$ cat config.mk
export PLATFORM = sky130hd
export DESIGN_NAME = dma_srcaddr_gen
export DESIGN_NICKNAME = d
export VERILOG_FILES = /design/src/rtl/srcaddr_pkg.sv /design/src/rtl/srcaddr_cfg.sv /design/src/rtl/srcaddr_step.sv /design/src/rtl/dma_srcaddr_gen.sv
export SDC_FILE = /design/constraint.sdc
export NUM_CORES = 1
export LEC_CHECK = 0
export ABC_CLOCK_PERIOD_IN_PS = 6850
export BUFFER_PORTS_ARGS = -buffer_cell sky130_fd_sc_hd__buf_2
export CAP_MARGIN = 20
export CORE_ASPECT_RATIO = 0.7
export CORE_MARGIN = 2
export CORE_UTILIZATION = 59
export DETAILED_ROUTE_END_ITERATION = 8
export HOLD_SLACK_MARGIN = 0.06
export PLACE_DENSITY = 0.83
export SETUP_SLACK_MARGIN = 0.1
export SLEW_MARGIN = 20
export SYNTH_ARGS = -nofsm -noshare
export SYNTH_HDL_FRONTEND = slang
export SYNTH_SLANG_ARGS = --single-unit
$ cat constraint.sdc
create_clock -name clk -period 6.85 [get_ports clk]
set_clock_uncertainty 0.2 [all_clocks]
set_input_delay 1.37 -clock clk [delete_from_list [all_inputs] [get_ports clk]]
set_output_delay 1.37 -clock clk [all_outputs]
set_load 0.02 [all_outputs]
$ cat src/rtl/srcaddr_pkg.sv
package srcaddr_pkg;
  localparam logic [2:0] SZ_B8    = 3'b000;
  localparam logic [2:0] SZ_B16   = 3'b001;
  localparam logic [2:0] SZ_B32   = 3'b010;
  localparam logic [2:0] SZ_B64   = 3'b011;
  localparam logic [2:0] SZ_BURST = 3'b101;

  function automatic logic size_ok(input logic [2:0] c);
    return (c == SZ_B8) || (c == SZ_B16) || (c == SZ_B32) ||
           (c == SZ_B64) || (c == SZ_BURST);
  endfunction

  function automatic logic [3:0] size_bytes(input logic [2:0] c);
    case (c)
      SZ_B8:    return 4'd1;
      SZ_B16:   return 4'd2;
      SZ_B32:   return 4'd4;
      SZ_B64:   return 4'd8;
      SZ_BURST: return 4'd8;
      default:  return 4'd0;
    endcase
  endfunction

  function automatic logic [3:0] size_beats(input logic [2:0] c);
    if (c == SZ_BURST) return 4'd4;
    if (size_ok(c)) return 4'd1;
    return 4'd0;
  endfunction
endpackage

$ cat src/rtl/srcaddr_cfg.sv
module srcaddr_cfg
  import srcaddr_pkg::*;
#(
  parameter int OFF_W = 16,
  parameter int MOD_W = 5,
  parameter int ML_W  = 20
) (
  input  logic             clk,
  input  logic             rst_n,
  input  logic             load,
  input  logic [OFF_W-1:0] ld_off,
  input  logic [MOD_W-1:0] ld_mod,
  input  logic [2:0]       ld_size,
  input  logic             ld_mle,
  input  logic [ML_W-1:0]  ld_mloff,
  output logic [OFF_W-1:0] soff,
  output logic [MOD_W-1:0] smod,
  output logic             mle,
  output logic [ML_W-1:0]  mloff,
  output logic             active,
  output logic             cfg_err,
  output logic [3:0]       beat_bytes,
  output logic [3:0]       beats
);
  logic [2:0] size_q;

  always_ff @(posedge clk) begin
    if (!rst_n) begin
      active  <= 1'b0;
      cfg_err <= 1'b0;
      size_q  <= SZ_B8;
    end else if (load) begin
      active  <= size_ok(ld_size);
      cfg_err <= !size_ok(ld_size);
      size_q  <= ld_size;
    end
  end

  // descriptor fields carry no reset value
  always_ff @(posedge clk) begin
    if (load) begin
      soff  <= ld_off;
      smod  <= ld_mod;
      mle   <= ld_mle;
      mloff <= ld_mloff;
    end
  end

  always_comb begin
    beat_bytes = active ? size_bytes(size_q) : 4'd0;
    beats      = active ? size_beats(size_q) : 4'd0;
  end

  // a reserved code reported at load leaves the channel stopped
  a_r5_err_stops: assert property (@(posedge clk) disable iff (!rst_n)
    load && !size_ok(ld_size) |=> cfg_err && !active);

  // a four-beat transfer always moves 64-bit beats
  a_r8_burst_width: assert property (@(posedge clk) disable iff (!rst_n)
    active && beats == 4'd4 |-> beat_bytes == 4'd8);
endmodule

$ cat src/rtl/srcaddr_step.sv
module srcaddr_step #(
  parameter int AW    = 32,
  parameter int OFF_W = 16,
  parameter int MOD_W = 5,
  parameter int ML_W  = 20
) (
  input  logic [AW-1:0]    cur,
  input  logic [OFF_W-1:0] soff,
  input  logic [MOD_W-1:0] smod,
  input  logic             mle,
  input  logic [ML_W-1:0]  mloff,
  input  logic             do_rd,
  input  logic             do_ml,
  output logic [AW-1:0]    nxt,
  output logic [AW-1:0]    mask
);
  localparam int MAXM = AW - 1;

  logic [MOD_W-1:0] m_eff;
  logic [AW-1:0]    soff_x, mloff_x, sum1, a1, sum2;

  generate
    if ((2 ** MOD_W) > AW) begin : g_clamp
      assign m_eff = (smod > MOD_W'(MAXM)) ? MOD_W'(MAXM) : smod;
    end else begin : g_pass
      assign m_eff = smod;
    end
  endgenerate

  assign soff_x  = {{(AW-OFF_W){soff[OFF_W-1]}}, soff};
  assign mloff_x = {{(AW-ML_W){mloff[ML_W-1]}}, mloff};

  always_comb begin
    mask = (m_eff == '0) ? '1 : ((AW'(1) << m_eff) - AW'(1));
    sum1 = cur + soff_x;
    a1   = do_rd ? ((cur & ~mask) | (sum1 & mask)) : cur;
    sum2 = a1 + mloff_x;
    nxt  = (do_ml && mle) ? ((a1 & ~mask) | (sum2 & mask)) : a1;
  end
endmodule

$ cat src/rtl/dma_srcaddr_gen.sv
module dma_srcaddr_gen #(
  parameter int AW    = 32,
  parameter int OFF_W = 16,
  parameter int MOD_W = 5,
  parameter int ML_W  = 20
) (
  input  logic             clk,
  input  logic             rst_n,
  input  logic             load,
  input  logic [AW-1:0]    ld_addr,
  input  logic [OFF_W-1:0] ld_off,
  input  logic [MOD_W-1:0] ld_mod,
  input  logic [2:0]       ld_size,
  input  logic             ld_mle,
  input  logic [ML_W-1:0]  ld_mloff,
  input  logic             rd_done,
  input  logic             mloop_done,
  output logic [AW-1:0]    addr,
  output logic             active,
  output logic             cfg_err,
  output logic [3:0]       beat_bytes,
  output logic [3:0]       beats
);
  logic [OFF_W-1:0] soff;
  logic [MOD_W-1:0] smod;
  logic             mle;
  logic [ML_W-1:0]  mloff;
  logic [AW-1:0]    nxt, mask;
  logic             advance;

  srcaddr_cfg #(.OFF_W(OFF_W), .MOD_W(MOD_W), .ML_W(ML_W)) u_cfg (
    .clk(clk), .rst_n(rst_n), .load(load),
    .ld_off(ld_off), .ld_mod(ld_mod), .ld_size(ld_size),
    .ld_mle(ld_mle), .ld_mloff(ld_mloff),
    .soff(soff), .smod(smod), .mle(mle), .mloff(mloff),
    .active(active), .cfg_err(cfg_err),
    .beat_bytes(beat_bytes), .beats(beats)
  );

  srcaddr_step #(.AW(AW), .OFF_W(OFF_W), .MOD_W(MOD_W), .ML_W(ML_W)) u_step (
    .cur(addr), .soff(soff), .smod(smod), .mle(mle), .mloff(mloff),
    .do_rd(rd_done), .do_ml(mloop_done), .nxt(nxt), .mask(mask)
  );

  assign advance = active && (rd_done || mloop_done);

  always_ff @(posedge clk) begin
    if (!rst_n)       addr <= '0;
    else if (load)    addr <= ld_addr;
    else if (advance) addr <= nxt;
  end

  // a load always lands its start address
  a_r9_load_wins: assert property (@(posedge clk) disable iff (!rst_n)
    load |=> addr == $past(ld_addr));

  // bits outside the wrap window never move on a step
  a_r4_upper_frozen: assert property (@(posedge clk) disable iff (!rst_n)
    advance && !load |=> ((addr ^ $past(addr)) & ~$past(mask)) == '0);

  // an inactive channel holds its address
  a_r5_idle_hold: assert property (@(posedge clk) disable iff (!rst_n)
    !active && !load |=> $stable(addr));

  // a minor-loop pulse with the enable clear changes nothing
  a_r6_ml_disabled: assert property (@(posedge clk) disable iff (!rst_n)
    active && !load && mloop_done && !rd_done && !mle |=> $stable(addr));
endmodule

## Yosys cells after proc, flatten, opt, wreduce, memory -nomap -nowiden

Index checks and enable logic that the tools add are counted.
Widths: inputs -> output; s select.

| operators by class | value |
|---|---|
| $add $sub $neg | 3 |
| reduce and logical (&&, ||, !) cells | 17 |
| multiplexer cells | 15 |
| eq/ne operators | 8 |
| shift-type cells | 1 |
| bitwise operators | 7 |

Operators by type and width:

| kind | count |
|---|---|
| $mux 32 | 5 |
| $and 32x32->32 | 4 |
| $add 32x32->32 | 2 |
| $or 32x32->32 | 2 |
| $not 32->32 | 1 |
| $shl 1x5->32 const A | 1 |
| $sub 32x1->32 const B | 1 |
| $mux 4 | 6 |
| $pmux 4 s4 | 1 |
| $eq 3x2->1 const B | 4 |
| $logic_or 1x1->1 | 9 |
| $eq 3x1->1 const B | 2 |
| $eq 3x3->1 const B | 2 |
| $logic_not 3->1 | 2 |
| $logic_not 5->1 | 1 |
| $mux 1 | 3 |
| $logic_and 1x1->1 | 2 |
| $reduce_bool 2->1 | 1 |
| $reduce_or 2->1 | 1 |
| $logic_not 1->1 | 1 |

| word-level totals | value |
|---|---|
| word-level logic and storage cells | 59 |
| output and inout bits | 42 |
| input port bits | 82 |
| bits in registers | 79 |

## Depth between registers and ports, before layout

Gate-level depths: netlist of run 1.

| depth | value |
|---|---|
| word-level depth | 13 |
| depth in mapped cells | 25 |
| depth with buffers taken out | 22 |

## Modules after synthesis

A second synthesis of run 1 with hierarchy kept.

| unflattened totals | value |
|---|---|
| cell total of the unflattened synthesis | 926 |
| area total of the unflattened synthesis | 7754.9 µm² |

By module, submodules not included:

| module | seq. area each (µm²) | instances | cells an instance | area an instance (µm²) |
|---|---|---|---|---|
| srcaddr_step | 0.0 | 1 | 708 | 4657.0 |
| dma_srcaddr_gen | 640.6 | 1 | 147 | 1567.8 |
| srcaddr_cfg | 1361.3 | 1 | 71 | 1530.2 |

## Least setup slack after synthesis of run 1

OpenSTA, ideal clock, no wires.

| path | value |
|---|---|
| kind | register to register |
| start point | register u_cfg.smod[3] |
| end point | register addr[31] |
| cell stages (with the launch flop) | 24 |
| buffers on the path | 5 |
| period minus slack after synthesis | 5.309 ns |
| arrival time | 4.977 ns |
| path slack | 1.541 ns |
| cell sequence | edfxtp_1 > buf_6 > or3_1 > buf_6 > or3_1 > ha_1 > clkbuf_1 > clkbuf_1 > nand2_1 > o21ai_0 > a21o_1 > nand2_1 > mux2_2 > ha_1 > buf_2 > and4_1 > and2_1 > nand3_1 > o2111a_1 > or4b_4 > a31o_1 > and4_1 > o21ai_1 > a21oi_1 |

| between the ends | value |
|---|---|
| word-level cells in the longest chain between the ends | 13 |
| elaborated cells between the ends (all ways) | 16 |
| those cells by class | 2 x add/sub; 1 x shift; 5 x mux; 7 x bitwise; 1 x reduce/logical |

RTL lines:

| item | line | RTL |
|---|---|---|
| start: declaration | srcaddr_cfg.sv:17 | `output logic [MOD_W-1:0] smod,` |
| start signal: assignment | srcaddr_cfg.sv:43 | `smod <= ld_mod;` |
| $shl 1x5->32 | srcaddr_step.sv:34 | `mask = (m_eff == '0) ? '1 : ((AW'(1) << m_eff) - AW'(1));` |
| $sub 32x1->32 | srcaddr_step.sv:34 |  |
| $mux 32 * | srcaddr_step.sv:34 |  |
| $not 32->32 | srcaddr_step.sv:36, srcaddr_step.sv:38 |  |
| $and 32x32->32 | srcaddr_step.sv:36 | `a1 = do_rd ? ((cur & ~mask) \| (sum1 & mask)) : cur;` |
| $or 32x32->32 | srcaddr_step.sv:36 |  |
| $mux 32 | srcaddr_step.sv:36 |  |
| $add 32x32->32 | srcaddr_step.sv:37 | `sum2 = a1 + mloff_x;` |
| $and 32x32->32 | srcaddr_step.sv:38 | `nxt = (do_ml && mle) ? ((a1 & ~mask) \| (sum2 & mask)) : a1;` |
| $or 32x32->32 | srcaddr_step.sv:38 |  |
| $mux 32 * | srcaddr_step.sv:38 |  |
| $mux 32 * | dma_srcaddr_gen.sv:50 | `else if (advance) addr <= nxt;` |
| $mux 32 * | dma_srcaddr_gen.sv:49 | `else if (load) addr <= ld_addr;` |
| end signal: assignment | dma_srcaddr_gen.sv:49 |  |
| end signal: assignment | dma_srcaddr_gen.sv:50 |  |
| end: declaration | dma_srcaddr_gen.sv:18 | `output logic [AW-1:0] addr,` |

Mark *: on every way between the ends. The rest lies on a longest branch, timed or not. The select of a mux whose other input is x is not followed.
A chain may end at the register's enable or synchronous reset.

## Worst setup path after layout of run 1

| path | value |
|---|---|
| start point | register u_cfg.smod[2] |
| end point | register addr[26] |

The elaborated chain is that of the path after synthesis.

==> impl_metrics.csv, run 1 <==
group,metric,value,unit
status,status,"complete, no violations",
yosys,ys_ff_latch,79,
yosys,synth-compound-area-share,32.2,%
yosys,ys_top_cells_by_area,"edfxtp_1, ha_1, dfxtp_1, a21oi_1, nand2_1",
floorplanning,die_w,142,um
setup_path,rr_endpoint,"addr[26]",
setup_path,cp-start-kind,"flop",
yosys,synth_area,7920,sq um
yosys,yosysWarnings,0,
setup_path,r2r_cells,20,
timing,max_freq,168,MHz
cells_and_area,n_antenna_cell,0,
global_routing,gr-total-overflow,0,
placement,gp_congestion,0.981,
timing,setup_tns,0,ns
floorplanning,start_util,60.3,%
clock_network,clk-insertion-delay-late,0.36,ns
clock_network,tritoncts,"yes",
timing,rsz0062_at_grt,"false",
clock_network,numCtsBuffers,9,
power_and_ir_drop,power.total,2.02,mW
yosys,synth_mux_area_share,3.15,%
routing,viasPerCell,6.76,
yosys,syn_inst,1007,
setup_path,crit_type,"flop to flop",
clock_network,clk_pin_slew,0.07,ns
setup_path,cp.arrival,6.01,ns
routing,first_pass_iters,6,
floorplanning,core.rowCount,35,
routing,drt_iter0_drc,981,
cells_and_area,seqCellArea,2000,sq um
global_routing,grt_pass1_vias,7613,
yosys,synth-simple-area-share,18.3,%
clock_network,postCtsSetupRepairBufs,0,
yosys,syn_avg_cell_area,7.86,sq um
routing,wirelength,26600,um
routing,wl_per_cell,20.9,um
placement,place_hpwl,19900,um
floorplanning,die_area,14400,sq um
timing,tightestPinTransition,0.927,ns
cells_and_area,areaGrowthSynthToFinish,12.9,%
setup_path,r2r_slack,0.88,ns
yosys,synthArstFlopShare,0,%
cells_and_area,fin_nets,1252,
clock_network,cts_hold_buf,0,
timing,fin_crit_sh,87.1,%
floorplanning,core-area,13100,sq um
yosys,synth_top_family_by_area,"compound AO/OA/AOI/OAI gates",
clock_network,clock_sinks,79,
power_and_ir_drop,p_per_area,226,nW/um^2
timing,period_needed,5.97,ns
global_routing,grt_max_degree,63,
yosys,synth_top_area_share,15.9,%
clock_network,clockBufferDepth,2,
routing,antenna_left,0,
cells_and_area,fin_util,68.0,%
routing,vias,8590,
floorplanning,io_pins,124,
setup_path,crit_end,"addr[26]",
yosys,synth-main-ff-cell,"edfxtp_1",
timing,hold_violations,0,
placement,io_buffers,121,
routing,drc,0,
yosys,synth_xor_xnor_area_share,5.64,%
setup_path,end_kind,"flop",
global_routing,grt_pass1_wl,41000,um
global_routing,grt.total_usage,36.9,%
yosys,synth_commonest_cells,"nand2_1, a21oi_1, o21ai_0",
clock_network,cts-resized-gates,0,
setup_path,reg2reg_from,"u_cfg.smod[2]",
timing,setup_viol,0,
yosys,synth_area_leader_cell,"edfxtp_1",
yosys,synth_edf_count,42,
yosys,synth_most_common_cell,"nand2_1",
setup_path,cp-startpoint,"u_cfg.smod[2]",
global_routing,antenna_found_initial,0,
yosys,synthAdderAreaFrac,11.3,%
power_and_ir_drop,peakVddDrop,125,uV
yosys,ys_types,79,
cells_and_area,multi_input_area,5590,sq um
worst_hold_path,hp-class,"flop to flop",
power_and_ir_drop,power_leakage,4.01,nW
timing,slew_viol_final,0,
timing,slew_headroom,38.0,%
cells_and_area,drive_gt1_share,16.5,%
yosys,ys_seq_area_share,25.3,%
floorplanning,die_y,101,um
setup_path,cp_max_fo,24,
run,maxCapViolCount,0,
setup_path,required,6.89,ns
clock_network,htree_levels,3,
clock_network,cts_root_buf,"clkbuf_16",
cells_and_area,fillCellCount,1079,
==> area by class of cell <==
type | count | area share, %
multi-input combinational | 848 | 62.6
sequential | 79 | 22.4
timing repair buffer | 133 | 7.81
clock buffer | 11 | 3.08
tap | 166 | 2.32
inverter | 29 | 1.25
clock inverter | 5 | 0.546
==> worst max-delay path, cell delays in order (launching register included) <==
cell      delay [ns]
edfxtp_1        0.36
buf_4           0.22
or3_1           0.51
nor3_4          0.26
inv_4           0.10
ha_1            0.46
nand2_1         0.21
nor3_1          0.06
a221oi_1        0.45
nand2_1         0.11
mux2_2          0.31
ha_1            0.34
nand2_1         0.11
o31ai_1         0.55
o31ai_1         0.28
a211oi_1        0.47
a311oi_1        0.19
xnor2_1         0.18
and3_1          0.20
a311oi_1        0.20
o21ai_1         0.09
==> state kept, by name (all words and copies together), names as in the netlist <==
| signal | count |
|---|---|
| u_cfg.mle | 1 |
| u_cfg.smod | 5 |
| u_cfg.mloff | 20 |
| u_cfg.cfg_err | 1 |
| u_cfg.size_q | 3 |
| u_cfg.soff | 16 |
| addr | 32 |
| u_cfg.active | 1 |
==> how the worst min path moves through the flow <==
| stage | start | end | slack, ns | cells past startpoint |
|---|---|---|---|---|
| 6_report | u_cfg.cfg_err | u_cfg.cfg_err | 0.31 | 2 |
| 5_1_grt | u_cfg.cfg_err | u_cfg.cfg_err | 0.35 | 2 |
| 4_1_cts | u_cfg.cfg_err | u_cfg.cfg_err | 0.31 | 2 |
| 3_5_place_dp | u_cfg.cfg_err | u_cfg.cfg_err | 0.29 | 2 |
| 3_3_place_gp | u_cfg.cfg_err | u_cfg.cfg_err | 0.29 | 2 |
| 2_1_floorplan | u_cfg.size_q[2] | u_cfg.size_q[2] | 0.27 | 2 |
==> where the power goes <==
| group | internal (mW) | leakage [nW] | switching, mW | total, mW |
|---|---|---|---|---|
| Sequential | 0.538 | 0.717 | 0.0475 | 0.585 |
| Clock | 0.299 | 0.161 | 0.236 | 0.535 |
| Combinational | 0.340 | 3.13 | 0.560 | 0.900 |
==> through the flow <==
step / hold WS [ns] / setup slack, ns / instance area (sq um) / instances
5_1_grt: 0.350 / 0.519 / 8940 / 1271
4_1_cts: 0.311 / 0.993 / 8930 / 1271
2_1_floorplan: 0.274 / 1.54 / 7920 / 1008
3_5_place_dp: 0.292 / 1.04 / 8610 / 1255
3_3_place_gp: 0.286 / 1.23 / 8610 / 1255
6_report: 0.308 / 0.884 / 8940 / 1271
==> per-layer routing <==
metal	up-vias	wire [um]	track usage (%)
met1	3972	11800	55.2
met5	-	0	0
li1	3987	-	-
met2	583	10300	51.2
met3	48	3890	11.7
met4	0	511	8.83
==> cell families after synthesis <==
kind of cell	after synthesis
adders and majority gates	70
xor gates and xnor gates	51
DFF	79
AOI/OAI and AO/OA	395
other	1
muxes	23
buffers and inverters	81
and+or+nand+nor	307
==> layout by cell type (no fill, tap or decap), types with 6 or more instances in the layout <==
master     instances
a211oi_1          26
a21o_1            34
a21oi_1          103
a31oi_1           16
and3_1            17
buf_2            120
buf_4             13
clkbuf_16         11
dfxtp_1           37
edfxtp_1          42
ha_1              68
inv_1             28
mux2_2            15
mux2i_1            8
nand2_1          118
nand2b_1           7
nand3_1           25
nand4_1            8
nor2_1            76
nor2b_1            7
nor3_1            11
o211ai_1          15
o21a_1            13
o21ai_0           83
o21ai_1           10
o21bai_1           8
o22ai_1            6
o31ai_1           12
o41ai_1            6
or2_2              6
or3_1              7
xnor2_1           33
xor2_1            18
(Power assumes the default switching activity.)
==> inputs of run 2 (changes only) <==
--- a/config.mk
+++ b/config.mk
@@ -5,6 +5,7 @@
 export SDC_FILE = /design/constraint.sdc
 export NUM_CORES = 1
 export LEC_CHECK = 0
+export ABC_AREA = 1
 export ABC_CLOCK_PERIOD_IN_PS = 6850
 export BUFFER_PORTS_ARGS = -buffer_cell sky130_fd_sc_hd__buf_2
 export CAP_MARGIN = 20
@@ -13,7 +14,7 @@
 export CORE_UTILIZATION = 59
 export DETAILED_ROUTE_END_ITERATION = 8
 export HOLD_SLACK_MARGIN = 0.06
-export PLACE_DENSITY = 0.83
+export PLACE_DENSITY = 0.82
 export SETUP_SLACK_MARGIN = 0.1
 export SLEW_MARGIN = 20
 export SYNTH_ARGS = -nofsm -noshare
==> impl_metrics.csv, run 2 <==
group,metric,value,unit
floorplanning,core-area,14800,sq um
setup_path,end_kind,"flop",
setup_path,cp_slowest_stage_delay,0.79,ns
routing,wirelength,30400,um
cells_and_area,multi_input_area,6100,sq um
clock_network,clockBufferDepth,2,
routing,drt_iter0_drc,1338,
floorplanning,io_pins,124,
yosys,synth_most_common_cell,"nand2_1",
cells_and_area,fin_util,67.5,%
setup_path,cp_max_fo,26,
cells_and_area,top_register,"addr",
clock_network,postCtsSetupRepairBufs,0,
setup_path,worstPathBufferInverterCount,4,
run,maxCapViolCount,0,
yosys,syn_inst,1434,
clock_network,tritoncts,"yes",
timing,slew_viol_final,0,
global_routing,grt_pass1_vias,9118,
floorplanning,die_y,108,um
setup_path,crit_path_top_delay_cell,"edfxtp_1",
yosys,ys_top_cells_by_area,"nand2_1, edfxtp_1, ha_1, dfxtp_1, inv_1",
yosys,ys_types,55,
timing,tightestPinTransition,0.938,ns
status,status,"complete, no violations",
setup_path,cp.arrival,5.70,ns
cells_and_area,areaGrowthSynthToFinish,10.8,%
placement,place_hpwl,24500,um
routing,antenna_left,0,
yosys,ys_ff_latch,79,
cells_and_area,drive_gt1_share,12.4,%
setup_path,required,6.93,ns
floorplanning,start_util,60.9,%
cells_and_area,n_antenna_cell,0,
clock_network,clk-insertion-delay-late,0.36,ns
yosys,synth_top_area_share,17.5,%
clock_network,cts_root_buf,"clkbuf_16",
routing,viasPerCell,5.92,
timing,fin_crit_sh,82.1,%
yosys,synth_commonest_cells,"nand2_1, inv_1, nor2_1",
placement,placedInstanceArea,9700,sq um
yosys,syn_avg_cell_area,6.30,sq um
clock_network,clock_sinks,79,
clock_network,clk_pin_slew,0.07,ns
cells_and_area,stdcell_area,10000,sq um
timing,max_freq,178,MHz
global_routing,antenna_found_initial,0,
timing,rsz0062_at_grt,"false",
timing,setup_viol,0,
clock_network,cts_hold_buf,0,
setup_path,cp-start-kind,"flop",
yosys,synthArstFlopShare,0,%
timing,period_needed,5.62,ns
timing,finalWorstSetupSlack,1.23,ns
global_routing,grt.total_usage,37.0,%
floorplanning,core.rowCount,37,
routing,vias,10300,
setup_path,cpMostUsedCell,"nand2_1",
cells_and_area,largest_register_ffs,32,
cells_and_area,fin_nets,1688,
timing,slew_headroom,37.4,%
yosys,ys_seq_area_share,22.2,%
clock_network,cts-resized-gates,0,
cells_and_area,reg.largest.list,"addr (32), u_cfg.mloff (20), u_cfg.soff (16)",
yosys,synth-main-ff-cell,"edfxtp_1",
routing,first_pass_iters,6,
power_and_ir_drop,p_per_area,216,nW/um^2
setup_path,crit_type,"flop to flop",
routing,wl_per_cell,17.5,um
timing,hold_violations,0,
placement,gp_congestion,1.01,
yosys,synth_area_leader_cell,"nand2_1",
cells_and_area,seqCellArea,2000,sq um
yosys,yosysWarnings,0,
global_routing,grt_max_degree,79,
cells_and_area,final_common_cell,"nand2_1",
floorplanning,die_area,16300,sq um
yosys,synth_edf_count,42,
global_routing,gr-total-overflow,0,
setup_path,critical-path-top-delay-family,"simple AND/OR/NAND/NOR gates",
placement,dp_worst_setup_slack,1.46,ns
power_and_ir_drop,power_leakage,5.24,nW
clock_network,numCtsBuffers,9,
power_and_ir_drop,peakVddDrop,157,uV
cells_and_area,fillCellCount,1411,
yosys,synth_area,9030,sq um
cells_and_area,final_cell_mix,"nand2_1, inv_1, nor2_1",
timing,setup_tns,0,ns
global_routing,grt_pass1_wl,47600,um
clock_network,htree_levels,3,
floorplanning,die_w,152,um
routing,drc,0,
placement,io_buffers,121,
power_and_ir_drop,power.total,2.16,mW
worst_hold_path,hp-class,"flop to flop",
[run 2: cell types whose count changed in the layout (fill, tap and decap cells not counted), moves of 31 or more]
cell,previous run,this run
nand2_1,118,420
nand3_1,25,83
inv_1,28,175
nand4_1,8,39
nor2_1,76,138
[run 2: final timing paths]
kind | startpoint | cells after the start | slack (ns) | to
max reg2reg | u_cfg.smod[3] | 27 | 1.23 | addr[29]
min | u_cfg.cfg_err | 2 | 0.31 | u_cfg.cfg_err
min reg2reg | u_cfg.cfg_err | 2 | 0.31 | u_cfg.cfg_err
max | u_cfg.smod[3] | 27 | 1.23 | addr[29]
[run 2: per-stage QoR]
step	hold WS [ns]	cells
final	0.309	1736
after global placement	0.283	1720
after global routing	0.333	1736
after CTS	0.305	1736
after floorplan	0.267	1435
after detailed placement	0.293	1720
[run 2: cells by family after synthesis]
family,Yosys count,synth area share (%)
flip-flops,79,22.2
buffers and inverters,225,10.3
adder cells (fa/ha/maj),70,9.87
AND/OR/NAND/NOR,753,36.8
other,1,0.0415
AO/OA/AOI/OAI,261,16.5
XOR/XNOR,45,4.37
[run 2: final cells by class]
class | count | area share [%]
Multi-Input combinational cell | 1131 | 61.0
Sequential cell | 79 | 20.0
Inverter | 190 | 7.21
Timing Repair Buffer | 125 | 6.36
Tap cell | 195 | 2.44
Clock buffer | 10 | 2.29
Clock inverter | 6 | 0.688
[run 2: where the power goes]
group,switching [mW],internal [mW],total (mW)
combinational,0.717,0.350,1.07
clock,0.222,0.286,0.508
sequential,0.0440,0.537,0.581
total,0.983,1.17,2.16
[run 2: tightest hold or removal path, delay by kind of cell, from the launching register on]
family           cells  cell delay, ns
DFF                  1            0.31
and+or+nand+nor      2            0.15
[run 2: metal layers]
metal	part of all wire, %	up-vias	track usage (%)
li1	-	4968	-
met2	41	624	54.8
met4	4.1	2	14.8
met3	12	79	8.05
met1	44	4611	52.4
met5	0.16	-	2.54
